==> src/rtl/sar_pkg.sv <==
package sar_pkg;
  typedef enum logic [1:0] {
    ST_IDLE  = 2'd0,
    ST_RUN   = 2'd1,
    ST_LATCH = 2'd2
  } sar_state_e;
endpackage

==> src/rtl/sar_ctrl.sv <==
module sar_ctrl
  import sar_pkg::*;
(
  input  logic clk_i,
  input  logic rst_ni,
  input  logic start_i,
  input  logic short_i,
  input  logic last_i,
  output logic load_o,
  output logic step_o,
  output logic latch_o,
  output logic busy_o,
  output logic short_q_o
);
  sar_state_e state_q, state_d;
  logic       short_q;

  assign load_o  = (state_q == ST_IDLE) && start_i;
  assign step_o  = (state_q == ST_RUN);
  assign latch_o = (state_q == ST_LATCH);
  assign busy_o  = (state_q != ST_IDLE);
  assign short_q_o = short_q;

  always_comb begin
    state_d = state_q;
    unique case (state_q)
      ST_IDLE:  if (start_i) state_d = ST_RUN;
      ST_RUN:   if (last_i)  state_d = ST_LATCH;
      ST_LATCH: state_d = ST_IDLE;
      default:  state_d = ST_IDLE;
    endcase
  end

  always_ff @(posedge clk_i or negedge rst_ni) begin
    if (!rst_ni) begin
      state_q <= ST_IDLE;
      short_q <= 1'b0;
    end else begin
      state_q <= state_d;
      if (load_o) short_q <= short_i;  // mode frozen for the whole run
    end
  end
endmodule

==> src/rtl/sar_ptr.sv <==
module sar_ptr #(
  parameter int RES_W   = 12,
  parameter int SHORT_W = 8,
  localparam int PTR_W  = $clog2(RES_W)
) (
  input  logic             clk_i,
  input  logic             rst_ni,
  input  logic             load_i,
  input  logic             step_i,
  input  logic             short_i,
  output logic [PTR_W-1:0] ptr_o,
  output logic             last_o
);
  localparam logic [PTR_W-1:0] TOP       = PTR_W'(RES_W - 1);
  localparam logic [PTR_W-1:0] STOP_FULL = '0;
  localparam logic [PTR_W-1:0] STOP_SHRT = PTR_W'(RES_W - SHORT_W);

  logic [PTR_W-1:0] ptr_q;
  logic [PTR_W-1:0] stop;

  assign stop   = short_i ? STOP_SHRT : STOP_FULL;
  assign last_o = step_i && (ptr_q == stop);
  assign ptr_o  = ptr_q;

  always_ff @(posedge clk_i or negedge rst_ni) begin
    if (!rst_ni)                ptr_q <= TOP;
    else if (load_i)            ptr_q <= TOP;
    else if (step_i && !last_o) ptr_q <= ptr_q - 1'b1;
  end
endmodule

==> src/rtl/sar_reg.sv <==
module sar_reg #(
  parameter int RES_W  = 12,
  localparam int PTR_W = $clog2(RES_W)
) (
  input  logic             clk_i,
  input  logic             rst_ni,
  input  logic             load_i,
  input  logic             step_i,
  input  logic             cmp_i,
  input  logic [PTR_W-1:0] ptr_i,
  output logic [RES_W-1:0] code_o,
  output logic [RES_W-1:0] trial_o
);
  logic [RES_W-1:0] code_q;
  logic [RES_W-1:0] probe;

  for (genvar i = 0; i < RES_W; i++) begin : g_bit
    assign probe[i] = step_i && (ptr_i == PTR_W'(i));
    always_ff @(posedge clk_i or negedge rst_ni) begin
      if (!rst_ni)       code_q[i] <= 1'b0;
      else if (load_i)   code_q[i] <= 1'b0;
      else if (probe[i]) code_q[i] <= cmp_i;
    end
  end

  assign code_o  = code_q;
  assign trial_o = code_q | probe;
endmodule

==> src/rtl/sar_result.sv <==
module sar_result #(
  parameter int RES_W = 12
) (
  input  logic             clk_i,
  input  logic             rst_ni,
  input  logic             load_i,
  input  logic             latch_i,
  input  logic [RES_W-1:0] code_i,
  output logic [RES_W-1:0] result_o,
  output logic             valid_o,
  output logic             eoc_o
);
  logic [RES_W-1:0] res_q;
  logic             valid_q, eoc_q;

  always_ff @(posedge clk_i or negedge rst_ni) begin
    if (!rst_ni) begin
      res_q   <= '0;
      valid_q <= 1'b0;
      eoc_q   <= 1'b0;
    end else begin
      eoc_q <= latch_i;
      if (latch_i) begin
        res_q   <= code_i;
        valid_q <= 1'b1;
      end else if (load_i) begin
        valid_q <= 1'b0;
      end
    end
  end

  assign result_o = valid_q ? res_q : '0;
  assign valid_o  = valid_q;
  assign eoc_o    = eoc_q;
endmodule

==> src/rtl/sar_seq.sv <==
module sar_seq #(
  parameter int RES_W   = 12,
  parameter int SHORT_W = 8,
  localparam int PTR_W  = $clog2(RES_W)
) (
  input  logic             clk_i,
  input  logic             rst_ni,
  input  logic             start_i,
  input  logic             short_i,
  input  logic             cmp_i,
  output logic [RES_W-1:0] trial_o,
  output logic             busy_o,
  output logic             eoc_o,
  output logic             valid_o,
  output logic [RES_W-1:0] result_o
);
  logic             load, step, latch, last, short_q;
  logic [PTR_W-1:0] ptr;
  logic [RES_W-1:0] code;

  sar_ctrl u_ctrl (
    .clk_i, .rst_ni, .start_i, .short_i,
    .last_i(last), .load_o(load), .step_o(step), .latch_o(latch),
    .busy_o, .short_q_o(short_q)
  );

  sar_ptr #(.RES_W(RES_W), .SHORT_W(SHORT_W)) u_ptr (
    .clk_i, .rst_ni, .load_i(load), .step_i(step), .short_i(short_q),
    .ptr_o(ptr), .last_o(last)
  );

  sar_reg #(.RES_W(RES_W)) u_reg (
    .clk_i, .rst_ni, .load_i(load), .step_i(step), .cmp_i,
    .ptr_i(ptr), .code_o(code), .trial_o
  );

  sar_result #(.RES_W(RES_W)) u_res (
    .clk_i, .rst_ni, .load_i(load), .latch_i(latch), .code_i(code),
    .result_o, .valid_o, .eoc_o
  );
endmodule

==> config.mk <==
export PLATFORM = sky130hd
export DESIGN_NAME = sar_seq
export DESIGN_NICKNAME = d
export VERILOG_FILES = /design/src/rtl/sar_pkg.sv /design/src/rtl/sar_ctrl.sv /design/src/rtl/sar_ptr.sv /design/src/rtl/sar_reg.sv /design/src/rtl/sar_result.sv /design/src/rtl/sar_seq.sv
export SDC_FILE = /design/constraint.sdc
export NUM_CORES = 1
export LEC_CHECK = 0
export BUFFER_PORTS_ARGS = -buffer_cell sky130_fd_sc_hd__buf_2
export CAP_MARGIN = 20
export CORE_ASPECT_RATIO = 0.6
export CORE_UTILIZATION = 45
export DETAILED_ROUTE_END_ITERATION = 10
export PLACE_DENSITY = 0.69
export SYNTH_ARGS = -nofsm -noshare
export SYNTH_HDL_FRONTEND = slang
export SYNTH_HIERARCHICAL = 1
export SYNTH_SLANG_ARGS = --single-unit
export TNS_END_PERCENT = 100
==> constraint.sdc <==
create_clock -name clk_i -period 2 [get_ports clk_i]
set_input_delay 0.3 -clock clk_i [delete_from_list [all_inputs] [get_ports clk_i]]
set_output_delay 0.3 -clock clk_i [all_outputs]
set_load 0.05 [all_outputs]
* Word level (Yosys, flattened, before mapping) *
Index checks and enable logic that the tools add are counted.
W data, S select, Z words.

operators by class
  add/subtract/negate cells = 1
  equality and inequality tests = 16
  mux-type cells = 33
  bitwise gates (word level) = 1
  reduce and logical (&&, ||, !) cells = 34

operators by type and width
  operator               number
  $reduce_bool A2 Y1     15
  $mux W1                26
  $eq A4 B3 Y1 const B   4
  $eq A4 B4 Y1 const B   4
  $logic_and A1 B1 Y1    15
  $mux W12               1
  $or A12 B12 Y12        1
  $eq A4 B2 Y1 const B   2
  $mux W4                2
  $eq A4 B1 Y1 const B   1
  $eq A4 B4 Y1           1
  $logic_not A4 Y1       1
  $mux W2                2
  $ne A2 B2 Y1 const B   2
  $pmux W2 S2            1
  $sub A4 B1 Y4 const B  1
  $mux W3                1
  $eq A2 B1 Y1 const B   1
  $eq A2 B2 Y1 const B   1
  $logic_not A2 Y1       1
  $reduce_and A2 Y1      1
  $logic_not A1 Y1       1

storage, ports and cells
  register bits = 33
  bits of input ports = 5
  output and inout port bits = 27
  logic and storage cells = 103

* Longest topological paths before layout *
  depth after elaboration = 7
  mapped depth = 6
  gate-level depth less buffers = 6

* Modules after synthesis *
The synthesis kept the hierarchy.

by module, submodules not included
  module      instances  cells an instance  area each (um2)  sequential area each (um2)
  sar_reg     1          69                 686.9            300.3
  sar_result  1          42                 621.8            350.3
  sar_ptr     1          27                 272.8            103.8
  sar_ctrl    1          12                 141.4            75.1

* Least setup slack after synthesis *
Ideal clock, no wire load.

  kind = register to output
  start point = reg u_ctrl.state_q[0]
  end point = out trial_o[3]
  data arrival time = 1553 ps
  data required time = 1700 ps
  path slack = 147 ps
  stages on the path, launching flop included = 5
  path buffers = 0
  cells stage by stage = dfrtp_1 nor2b_1 nor3b_2 nand3_1 or2b_1

between the ends
  word-level cells in the longest chain between the ends = 3

ends and longest elaborated chain
  item                      RTL line        text
  start: declaration        sar_ctrl.sv:15  sar_state_e state_q, state_d;
  start signal: assignment  sar_ctrl.sv:39  state_q <= state_d;
  $eq A2 B1 Y1              sar_ctrl.sv:19  assign step_o = (state_q == ST_RUN);
  named net step            sar_seq.sv:17   logic load, step, latch, last, short_q;
  $logic_and A1 B1 Y1       sar_reg.sv:18   assign probe[i] = step_i && (ptr_i == PTR_W'(i));
  $or A12 B12 Y12           sar_reg.sv:27   assign trial_o = code_q | probe;
  end: declaration          sar_seq.sv:11   output logic [RES_W-1:0] trial_o,

The timed path passes the listed nets, and every way through them passes these cells.

* Worst setup path after layout *
  start point = reg u_ctrl.state_q[1]
  end point = out trial_o[11]

The elaborated chain is that of the path after synthesis.

==> summary.md <==
| Metric | Value |
|---|---|
| Clock Sinks | `33` |
| WP data required | `1.70 ns` |
| Area occupied by multi-input gates | `865 um^2` |
| FF+latch count, synth | `33` |
| Routed vias | `1212` |
| Mapped Area | `0.00172 mm^2` |
| Leakage power | `1.14 nW` |
| CTS Buffer Depth | `2` |
| Fin crit share | `0.970` |
| Final Max Slew Viols | `0` |
| Core ar. | `0.00344 mm^2` |
| Gr ovfl total | `0` |
| Inst Count DP | `226` |
| Fraction of registers with async set/reset | `1.00` |
| Post-synth top area share | `0.436` |
| Number of max-cap violations | `0` |
| Gate family responsible for the most delay along the worst path | `simple AND/OR/NAND/NOR gates` |
| Die Footprint | `0.00409 mm^2` |
| Chip width | `81.9 um` |
| RSZ-0062 raised after global routing | `true` |
| CP Launch Point | `u_ctrl/state_q[1]` |
| Worst-Margin Slew | `0.731 ns` |
| Area growth, synth to finish | `20.6%` |
| Clk_lat worst skew | `0.28 ns` |
| Syn Inst Count | `150` |
| CTS clk-pin slew, worst paths | `0.06 ns` |
| DRT antenna net count | `0` |
| Crit-path slowest cell | `dfrtp_1` |
| Layout Nets | `196` |
| Ports | `32` |
| Number of global-route vias before repair | `1247` |
| IO Port Bufs | `31` |
| Endpoints failing setup | `0` |
| DP HPWL | `2430 um` |
| Final worst slack | `0.0597 ns` |
| Clock Skew | `0.00564 ns` |
| Area leader, netlist | `dfrtp_1` |
| CTS tree | `yes` |
| Sequential area share after synthesis | `0.481` |
| Pre-CTS setup slack | `0.229 ns` |
| Initial Util | `0.500` |
| CP Launch Type | `register` |
| Number of synthesized flops with an enable pin | `0` |
| First-pass GRT wire length | `5980 um` |
| Rows | `16` |
| Yosys warning count | `6` |
| Crit path buf inv count | `2` |
| PwrDens | `1640 mW/mm^2` |
| Syn_nets | `156` |
| R2R Path Start | `u_ctrl/state_q[1]` |
| Chip Height | `49.9 um` |
| Diode count | `0` |
| Status | `finished clean` |
| CP Capture Type | `output port` |
| Wirelength per Cell | `14.8 um` |
| Antenna violations before repair | `0` |
| Drt drc | `0` |
| Final hold violations | `0` |
| Post-route insts no fill | `236` |
| DRT iter0 DRCs | `45` |
| Post-route minimum period | `1.94 ns` |
| Gr usage total | `0.201` |
| Final RePlAce weighted congestion | `0.811` |
| Pin count of the biggest net entering global routing | `34` |
| CP Max Fanout | `6` |
| Drt pass-1 iters | `4` |
| Maximum vdd drop | `0.000747 V` |
| Hold crit path type | `in2async` |
| Clock root buffer | `clkbuf_8` |
| Mapped Avg Cell Area | `11.5 um^2` |
| Peak Freq | `515 MHz` |
| Worst EP arrival | `1.64 ns` |
| Fill count | `304` |
| Final WL | `3490 um` |
| Setup TNS | `0 ns` |
| Ratio of cells with drive above 1 in the final layout | `0.356` |
| Top cells by area, synth | `dfrtp_1 (44%), nand2b_1 (9.4%), mux2i_1 (8.1%), mux2_4 (7.8%), and2_1 (4.7%)` |
| Relative slew slack | `0.513` |
| Synth Flop Type | `dfrtp_1` |
| Min Hold Slack | `0.0777 ns` |
| Yosys cell types | `30` |
| Vias per inst | `5.14` |
| Crit path largest cell delay | `0.41 ns` |
| CP Class | `reg2out` |
| H-tree levels | `2` |
| Reg area | `831 um^2` |
| CTS Buf Count | `5` |
| CP Cell Sequence | `nor2b_2, buf_4, and3b_2, nand3_1, nand2b_1, buf_6` |
==> synthesized netlist by cell type (3+ instances only) <==
master and number:
dfrtp_1 30, nand2b_1 26, mux2i_1 14, and2_1 13, nand2_1 10, mux2_4 9, inv_1 5, nor2_1 5
a21oi_1 4, nor2b_1 4, dfstp_2 3, mux2_2 3, nand3_1 3
==> worst register-to-register path, cell delays in order, from the launching register on <==
cell and delay (ns):
dfrtp_1 0.41, buf_4 0.15, buf_4 0.13, nor3b_2 0.17, nand2b_1 0.42, mux2i_1 0.17
==> stage by stage <==
stage,total power [mW],util,instance area (um^2)
after CTS,3.37,0.592,2040
after floorplan,2.45,-,1720
after global routing,3.62,0.604,2080
final,3.41,0.604,2080
after global placement,2.78,0.564,1940
after detailed placement,2.85,0.564,1940
==> final cells by class <==
| cell class | count | area share |
|---|---|---|
| well taps | 45 | 0.0271 |
| clock buffers | 8 | 0.0385 |
| repair buffers | 37 | 0.110 |
| inverters | 5 | 0.00903 |
| multi-input cells | 108 | 0.416 |
| flip-flops and latches | 33 | 0.400 |
==> kinds of logic after synthesis <==
logic type | count (synthesis) | synth area share
simple gates | 71 | 0.252
flops | 33 | 0.481
mux | 27 | 0.186
buf+inv | 9 | 0.0247
compound gates | 8 | 0.0392
xor+xnor | 1 | 0.00944
fa+ha+maj | 1 | 0.00726
==> registers in the layout, summed over array words and instances, names as in the netlist <==
signal            count
u_reg/code_o         12
u_res/eoc_o           1
u_res/res_q          12
u_ctrl/state_q        2
u_ctrl/short_q_o      1
u_ptr/ptr_o           4
u_res/valid_o         1
==> metal layers <==
| metal | GRT usage | share of wire | routed length [um] |
|---|---|---|---|
| met3 | 0.0593 | 0.038 | 132 |
| met5 | 0 | 0 | 0 |
| met2 | 0.314 | 0.45 | 1590 |
| met1 | 0.260 | 0.49 | 1720 |
| met4 | 0.0819 | 0.014 | 48 |
==> repair_timing <==
item | 4_1_cts | 5_1_grt
resized for setup | 5 | 12
buffers inserted | 0 | 2
setup endpoints to repair | 8 | 9
hold buffers | 0 | 0
==> cell usage in the layout, fill, tap and decap left out, types with 2 or more instances in the layout <==
master	instances
and2_1	13
nand3_1	2
nand2b_1	26
buf_6	2
dfrtp_1	29
mux2i_1	14
dfstp_2	3
nor2b_1	3
and2b_1	2
mux2_2	3
a21oi_1	4
nor2_1	5
nand2_1	10
buf_2	23
mux2_4	9
and3b_2	2
inv_1	5
clkbuf_4	2
clkbuf_1	3
buf_4	10
clkbuf_8	5
==> final timing paths <==
check | endpoint | slack [ns] | depth (start not counted)
max | trial_o[11] | 0.06 | 6
min | u_ctrl/short_q_o | 0.08 | 1
max reg2reg | u_reg/code_o[3] | 0.42 | 5
min reg2reg | u_res/res_q[11] | 0.51 | 1
max in group asynchronous | u_ptr/ptr_o[2] | 1.42 | 1
min in group clk_i | u_ctrl/short_q_o | 0.23 | 2
==> where the power goes <==
| group | switching (mW) | internal [mW] | total (mW) |
|---|---|---|---|
| Clock | 0.219 | 0.247 | 0.466 |
| Sequential | 0.249 | 0.937 | 1.19 |
| Combinational | 1.07 | 0.684 | 1.76 |
(Power assumes the default switching activity.)
